[src/rtl/rowdelta_pkg.sv]
package rowdelta_pkg;
  typedef enum logic [1:0] {
    PH_COLLECT = 2'd0,
    PH_SPREAD  = 2'd1,
    PH_DRAIN   = 2'd2
  } phase_e;
endpackage

[src/rtl/hit_fifo.sv]
module hit_fifo #(
  parameter int W     = 8,
  parameter int DEPTH = 4
) (
  input  logic         clk,
  input  logic         rst_n,
  input  logic         push,
  input  logic         pop,
  input  logic [W-1:0] din,
  output logic [W-1:0] dout,
  output logic         empty,
  output logic         full
);
  localparam int PW   = (DEPTH > 1) ? $clog2(DEPTH) : 1;
  localparam int CNTW = $clog2(DEPTH + 1);

  logic [W-1:0]    mem [DEPTH];
  logic [PW-1:0]   wp, rp;
  logic [CNTW-1:0] cnt;

  function automatic logic [PW-1:0] bump(input logic [PW-1:0] p);
    return (p == PW'(DEPTH - 1)) ? '0 : p + 1'b1;
  endfunction

  always_ff @(posedge clk or negedge rst_n) begin
    if (!rst_n) begin
      wp  <= '0;
      rp  <= '0;
      cnt <= '0;
    end else begin
      if (push) wp <= bump(wp);
      if (pop)  rp <= bump(rp);
      cnt <= cnt + CNTW'(push) - CNTW'(pop);
    end
  end

  always_ff @(posedge clk) begin
    if (push) mem[wp] <= din;
  end

  assign dout  = mem[rp];
  assign empty = (cnt == '0);
  assign full  = (cnt == CNTW'(DEPTH));
endmodule

[src/rtl/rowdelta_ctrl.sv]
module rowdelta_ctrl
  import rowdelta_pkg::*;
#(
  parameter int NCOL = 4,
  parameter int NROW = 8,
  localparam int XW  = (NROW > 1) ? $clog2(NROW) : 1,
  localparam int YW  = (NCOL > 1) ? $clog2(NCOL) : 1
) (
  input  logic            clk,
  input  logic            rst_n,
  input  logic            event_end,
  input  logic [NCOL-1:0] col_empty,
  input  logic [NROW-1:0] row_empty,
  input  logic            out_valid,
  input  logic            out_ready,
  input  logic            ovf_hit,
  output logic            collecting,
  output logic [YW-1:0]   col_sel,
  output logic [XW-1:0]   row_sel,
  output logic            spread_move,
  output logic            take,
  output logic            ev_start,
  output logic            ovf_err
);
  phase_e phase;
  logic   any_row;

  assign collecting  = (phase == PH_COLLECT);
  assign ev_start    = collecting && event_end;
  assign spread_move = (phase == PH_SPREAD) && !col_empty[col_sel];
  assign any_row     = (row_empty != '1);
  assign take        = (phase == PH_DRAIN) && any_row && (!out_valid || out_ready);

  // lowest non-empty row queue wins
  always_comb begin
    row_sel = '0;
    for (int r = NROW - 1; r >= 0; r--) begin
      if (!row_empty[r]) row_sel = XW'(r);
    end
  end

  always_ff @(posedge clk or negedge rst_n) begin
    if (!rst_n) begin
      phase   <= PH_COLLECT;
      col_sel <= '0;
      ovf_err <= 1'b0;
    end else begin
      if (ovf_hit) ovf_err <= 1'b1;
      unique case (phase)
        PH_COLLECT: if (event_end) begin
          phase   <= PH_SPREAD;
          col_sel <= '0;
        end
        PH_SPREAD: if (col_empty[col_sel]) begin
          if (col_sel == YW'(NCOL - 1)) phase <= PH_DRAIN;
          else                          col_sel <= col_sel + 1'b1;
        end
        PH_DRAIN: if (!any_row && !out_valid) phase <= PH_COLLECT;
        default: phase <= PH_COLLECT;
      endcase
    end
  end
endmodule

[src/rtl/rowdelta_emit.sv]
module rowdelta_emit #(
  parameter int XW   = 3,
  parameter int YW   = 2,
  parameter int ADCW = 5
) (
  input  logic            clk,
  input  logic            rst_n,
  input  logic            ev_start,
  input  logic            take,
  input  logic [XW-1:0]   in_x,
  input  logic [YW-1:0]   in_y,
  input  logic [ADCW-1:0] in_adc,
  input  logic            out_ready,
  output logic            out_valid,
  output logic [XW:0]     out_dx,
  output logic [YW:0]     out_dy,
  output logic [ADCW-1:0] out_adc
);
  logic [XW-1:0] ref_x;
  logic [YW-1:0] ref_y;

  // two's complement step, one bit wider than the coordinate
  function automatic logic [XW:0] step_x(input logic [XW-1:0] cur, input logic [XW-1:0] prv);
    return {1'b0, cur} - {1'b0, prv};
  endfunction

  function automatic logic [YW:0] step_y(input logic [YW-1:0] cur, input logic [YW-1:0] prv);
    return {1'b0, cur} - {1'b0, prv};
  endfunction

  always_ff @(posedge clk or negedge rst_n) begin
    if (!rst_n) begin
      ref_x     <= '0;
      ref_y     <= '0;
      out_valid <= 1'b0;
      out_dx    <= '0;
      out_dy    <= '0;
      out_adc   <= '0;
    end else begin
      if (ev_start) begin
        ref_x <= '0;
        ref_y <= '0;
      end
      if (take) begin
        out_dx    <= step_x(in_x, ref_x);
        out_dy    <= step_y(in_y, ref_y);
        out_adc   <= in_adc;
        ref_x     <= in_x;
        ref_y     <= in_y;
        out_valid <= 1'b1;
      end else if (out_ready) begin
        out_valid <= 1'b0;
      end
    end
  end
endmodule

[src/rtl/rowdelta_encoder.sv]
module rowdelta_encoder #(
  parameter int NCOL   = 4,
  parameter int NROW   = 8,
  parameter int ADCW   = 5,
  parameter int CDEPTH = 4,
  parameter int RDEPTH = 4,
  localparam int XW    = (NROW > 1) ? $clog2(NROW) : 1,
  localparam int YW    = (NCOL > 1) ? $clog2(NCOL) : 1
) (
  input  logic            clk,
  input  logic            rst_n,
  input  logic            hit_valid,
  input  logic [YW-1:0]   hit_col,
  input  logic [XW-1:0]   hit_row,
  input  logic [ADCW-1:0] hit_adc,
  output logic            hit_ready,
  input  logic            event_end,
  output logic            out_valid,
  input  logic            out_ready,
  output logic [XW:0]     out_dx,
  output logic [YW:0]     out_dy,
  output logic [ADCW-1:0] out_adc,
  output logic            ovf_err
);
  localparam int CEW = XW + ADCW;
  localparam int REW = YW + ADCW;

  logic [NCOL-1:0] col_push, col_pop, col_empty, col_full;
  logic [NROW-1:0] row_push, row_pop, row_empty, row_full;
  logic [CEW-1:0]  col_dout [NCOL];
  logic [REW-1:0]  row_dout [NROW];

  logic            collecting, spread_move, take, ev_start, ovf_hit;
  logic [YW-1:0]   col_sel;
  logic [XW-1:0]   row_sel;
  logic [CEW-1:0]  col_head;
  logic [XW-1:0]   head_row;
  logic [ADCW-1:0] head_adc;
  logic [REW-1:0]  row_head;

  assign hit_ready = collecting && !col_full[hit_col];
  assign col_head  = col_dout[col_sel];
  assign head_row  = col_head[CEW-1:ADCW];
  assign head_adc  = col_head[ADCW-1:0];
  assign ovf_hit   = spread_move && row_full[head_row];
  assign row_head  = row_dout[row_sel];

  for (genvar c = 0; c < NCOL; c++) begin : g_col
    assign col_push[c] = hit_valid && hit_ready && (hit_col == YW'(c));
    assign col_pop[c]  = spread_move && (col_sel == YW'(c));
    hit_fifo #(.W(CEW), .DEPTH(CDEPTH)) u_colq (
      .clk(clk), .rst_n(rst_n),
      .push(col_push[c]), .pop(col_pop[c]),
      .din({hit_row, hit_adc}), .dout(col_dout[c]),
      .empty(col_empty[c]), .full(col_full[c])
    );
  end

  for (genvar r = 0; r < NROW; r++) begin : g_row
    assign row_push[r] = spread_move && (head_row == XW'(r)) && !row_full[r];
    assign row_pop[r]  = take && (row_sel == XW'(r));
    hit_fifo #(.W(REW), .DEPTH(RDEPTH)) u_rowq (
      .clk(clk), .rst_n(rst_n),
      .push(row_push[r]), .pop(row_pop[r]),
      .din({col_sel, head_adc}), .dout(row_dout[r]),
      .empty(row_empty[r]), .full(row_full[r])
    );
  end

  rowdelta_ctrl #(.NCOL(NCOL), .NROW(NROW)) u_ctrl (
    .clk(clk), .rst_n(rst_n), .event_end(event_end),
    .col_empty(col_empty), .row_empty(row_empty),
    .out_valid(out_valid), .out_ready(out_ready), .ovf_hit(ovf_hit),
    .collecting(collecting), .col_sel(col_sel), .row_sel(row_sel),
    .spread_move(spread_move), .take(take), .ev_start(ev_start),
    .ovf_err(ovf_err)
  );

  rowdelta_emit #(.XW(XW), .YW(YW), .ADCW(ADCW)) u_emit (
    .clk(clk), .rst_n(rst_n), .ev_start(ev_start), .take(take),
    .in_x(row_sel), .in_y(row_head[REW-1:ADCW]), .in_adc(row_head[ADCW-1:0]),
    .out_ready(out_ready), .out_valid(out_valid),
    .out_dx(out_dx), .out_dy(out_dy), .out_adc(out_adc)
  );
endmodule

[config.mk]
export PLATFORM = sky130hd
export DESIGN_NAME = rowdelta_encoder
export DESIGN_NICKNAME = d
export VERILOG_FILES = /design/src/rtl/rowdelta_pkg.sv /design/src/rtl/hit_fifo.sv /design/src/rtl/rowdelta_ctrl.sv /design/src/rtl/rowdelta_emit.sv /design/src/rtl/rowdelta_encoder.sv
export SDC_FILE = /design/constraint.sdc
export NUM_CORES = 1
export LEC_CHECK = 0
export ABC_CLOCK_PERIOD_IN_PS = 3800
export CORE_MARGIN = 2
export CORE_UTILIZATION = 55
export CTS_CLUSTER_SIZE = 12
export DETAILED_ROUTE_END_ITERATION = 6
export HOLD_SLACK_MARGIN = 0.03
export PLACE_DENSITY_LB_ADDON = 0.15
export SETUP_SLACK_MARGIN = 0.15
export SYNTH_ARGS = -nofsm -noshare
export SYNTH_HDL_FRONTEND = slang
export SYNTH_SLANG_ARGS = --single-unit
[constraint.sdc]
create_clock -name clk -period 3.8 [get_ports clk]
set_input_delay 0.57 -clock clk [delete_from_list [all_inputs] [get_ports clk]]
set_output_delay 0.57 -clock clk [all_outputs]
set_load 0.03 [all_outputs]
==> impl_metrics.toml, run 1 <==
[yosys]
ys_async_sr_fraction = 0.233
synth_common_cells = "edfxtp_1 (352), dfrtp_1 (107), mux4_2 (94), ha_1 (92), inv_1 (83)"
ys_seq_elements = 459
synth_cell_type_count = 66
syn_area_per_cell_um2 = 16.9
synth-main-ff-cell = "edfxtp_1"
synth_area_leaders = "edfxtp_1 (53%), dfrtp_1 (13%), mux4_2 (11%)"
syn_inst = 1178
syn_nets = 1299
ys_warn_count = 0
synth_edf_count = 352
mappedNetlistArea_um2 = 19900
synth_most_common_cell = "edfxtp_1"
yosysTopAreaCellShare = 0.530
synth_top_cell_by_area = "edfxtp_1"
ys_seq_area_frac = 0.664

[power_and_ir_drop]
p_int_w = 0.0113
clockPowerShare = 0.266
p_comb_frac = 0.283
power_frac_seq = 0.450
power.density_nw_per_um2 = 741
p_switching_w = 0.00530
p_leak_nw = 8.22
power_w = 0.0166
sw_frac_of_total = 0.320
peakVddDrop_mv = 0.421

[timing]
worst_slew_pin_slew_ns = 0.898
fmax_mhz = 287
min_period_ns = 3.48
fin_tns_setup_ns = 0
finalHoldViolations = 0
finClkSkew_ns = 0.0200
drv_slew = 0
setup_viol = 0
slew-limit-headroom = 0.401
rsz0062_at_grt = "yes"
fin_crit_sh = 0.916

[global_routing]
grt_use_total = 0.217
grt_max_degree = 59
grt_pass1_wl_um = 61400
grt_overflow = 0
antenna_found_initial = 0
grt_pass1_vias = 10500

[cells_and_area]
layout-drive-gt1-share = 0.168
antenna_cells = 0
fill_cells = 2517
syn_to_final_growth_pct = 12.2
register_area_um2 = 13200
multiInputGateArea_um2 = 6230
fin_nets = 1373

[outcome]
outcome = "finished with violations"
violations = "design-rule violations"

[detailed_routing]
drt_iter0_drc = 631
routed_wire_length_per_instance_um = 22.5
routed_wl_um = 39300
via_count = 10100
drc = 1
antenna_left = 0
avgViaCountPerCell = 5.79
first_pass_iters = 7

[clocking]
clk_path_buf_depth = 3
clk_pin_slew_worst_paths_ns = 0.06
hold_buffers = 0
cts-root-buf = "clkbuf_16"
cts_tree = "built"
clock-sinks = 459
cts_max_level = 2
clkLatencyLatePin_ns = 0.58
numCtsBuffers = 48

[floorplan]
die_w_um = 194
design.die.area_um2 = 37800
core_um2 = 35700
fp.dieH_um = 194
start_util = 0.559
rows = 69
ioPinCount = 30

[hold_path]
hp-class = "primary input to asynchronous set/reset pin"

[flow_run]
cap_viol_max_count = 0

[placement]
portBuffers = 29
gp_congestion = 0.813
dp_hpwl_um = 26700

[worst_setup_path]
startpoint = "g_row[0].u_rowq.cnt[1]$_DFF_PN0_"
cp.arrival_ns = 3.93
cp_max_fo = 9
worstSetupStartpointType = "flip-flop"
required_ns = 4.26
endpoint_kind = "flip-flop"
worstSetupPathType = "flip-flop to flip-flop"
reg2reg_from = "g_row[0].u_rowq.cnt[1]$_DFF_PN0_"
final timing paths:
kind                                                          end  slack, ns  depth (start not counted)
worst max-delay path             g_row[4].u_rowq.cnt[2]$_DFF_PN0_       0.32                         13
worst min-delay path            g_row[7].u_rowq.wp[1]$_DFFE_PN0P_       0.06                          1
worst max register to register   g_row[4].u_rowq.cnt[2]$_DFF_PN0_       0.32                         13
worst min register to register       u_emit.out_dx[1]$_DFFE_PN0P_       0.47                          2
max in group asynchronous       g_col[0].u_colq.wp[0]$_DFFE_PN0P_       2.86                          2
min in group clk                     u_emit.out_dx[1]$_DFFE_PN0P_       0.47                          2
power by group through the flow:
| stage | combinational [W] | sequential, W | clock [W] |
|---|---|---|---|
| global route | 0.00519 | 0.00758 | 0.00472 |
| floorplan | 0.00316 | 0.00743 | 0 |
| CTS | 0.00474 | 0.00747 | 0.00449 |
| finish | 0.00470 | 0.00746 | 0.00441 |
| detailed placement | 0.00473 | 0.00756 | 0 |
| global placement | 0.00456 | 0.00752 | 0 |
state kept, by name (all words and copies together) (netlist names):
signal	cells
g_row.u_rowq.cnt	24
u_emit.ref_y	2
g_row.u_rowq.wp	16
g_col.u_colq.wp	8
u_emit.out_valid	1
g_col.u_colq.rp	8
u_emit.out_dx	4
u_ctrl.ovf_err	1
g_col.u_colq.mem	128
g_col.u_colq.cnt	12
u_emit.out_dy	3
u_emit.out_adc	5
u_ctrl.phase	2
u_ctrl.col_sel	2
g_row.u_rowq.rp	16
u_emit.ref_x	3
g_row.u_rowq.mem	224
cells in the final DEF, fill, tap and decap left out, types with 6 or more instances in the layout:
cell type	n
a211oi_1	6
clkbuf_1	17
mux4_2	94
and3_1	6
nor2_1	36
a21oi_1	16
nand3_1	8
mux2i_1	11
nand2_1	71
xnor2_1	20
ha_1	92
clkdlybuf4s50_1	28
nor3b_1	9
or3_1	8
inv_1	83
clkinv_1	10
dfrtp_1	107
clkbuf_16	49
buf_4	31
a21o_1	6
and2_1	45
fa_1	14
edfxtp_1	352
nor3_1	18
mux2_1	31
a22o_1	6
o21ai_0	20
through the flow:
step | setup WS (ns) | util | cells | instance area [um2] | hold WS, ns
6_report | 0.320 | 0.627 | 1748 | 22400 | 0.0639
5_1_grt | 0.120 | 0.627 | 1748 | 22400 | 0.126
4_1_cts | 0.243 | 0.626 | 1747 | 22300 | 0.124
3_5_place_dp | 0.230 | 0.586 | 1662 | 20900 | 0.463
3_3_place_gp | 0.333 | 0.586 | 1662 | 20900 | 0.459
2_1_floorplan | 0.271 | - | 1178 | 19900 | 0.274
cell families after synthesis:
family          count (synthesis)  synth area share
compound gates                 86            0.0292
simple gates                  238            0.0668
xor+xnor                       25            0.0110
fa+ha+maj                     106            0.0718
flops                         459             0.664
mux                           141             0.132
buf+inv                       123            0.0248
layer usage:
layer / wire length, um / share of wire / GRT usage / vias to the layer above
met5: 0 / 0 / 0 / -
met4: 882 / 0.022 / 0.0604 / 0
met3: 1580 / 0.040 / 0.0413 / 58
met2: 20000 / 0.51 / 0.371 / 194
met1: 16900 / 0.43 / 0.288 / 5270
li1: - / - / - / 4594
repair_timing:
item | CTS | global route
hold endpoints to repair | 0 | 0
setup endpoints to repair | 0 | 4
gates resized for setup | 0 | 5
setup buffers | 0 | 1
worst max-delay path, cell delays in order (launching register included):
cell and delay, ns:
dfrtp_1 0.44, or3_1 0.45, nor4_2 0.38, nand2_2 0.24
inv_2 0.16, nand2_2 0.18, nor2_1 0.30, ha_1 0.28
inv_1 0.06, ha_1 0.15, inv_1 0.06, fa_1 0.37
xnor2_1 0.14, xnor2_1 0.13
cell type report:
class,count,share of cell area
Timing Repair Buffer,60,0.0238
Tap cell,461,0.0258
Inverter,87,0.0146
Clock inverter,15,0.00515
Multi-Input combinational cell,596,0.278
Sequential cell,459,0.592
Clock buffer,70,0.0601
(Power assumes the default switching activity.)
==> run 2: changes to the inputs <==
HOLD_SLACK_MARGIN = unset   (was 0.03)
==> results of run 2 <==
Same layout as run 1: the final DEF is identical, and so are final timing and power.
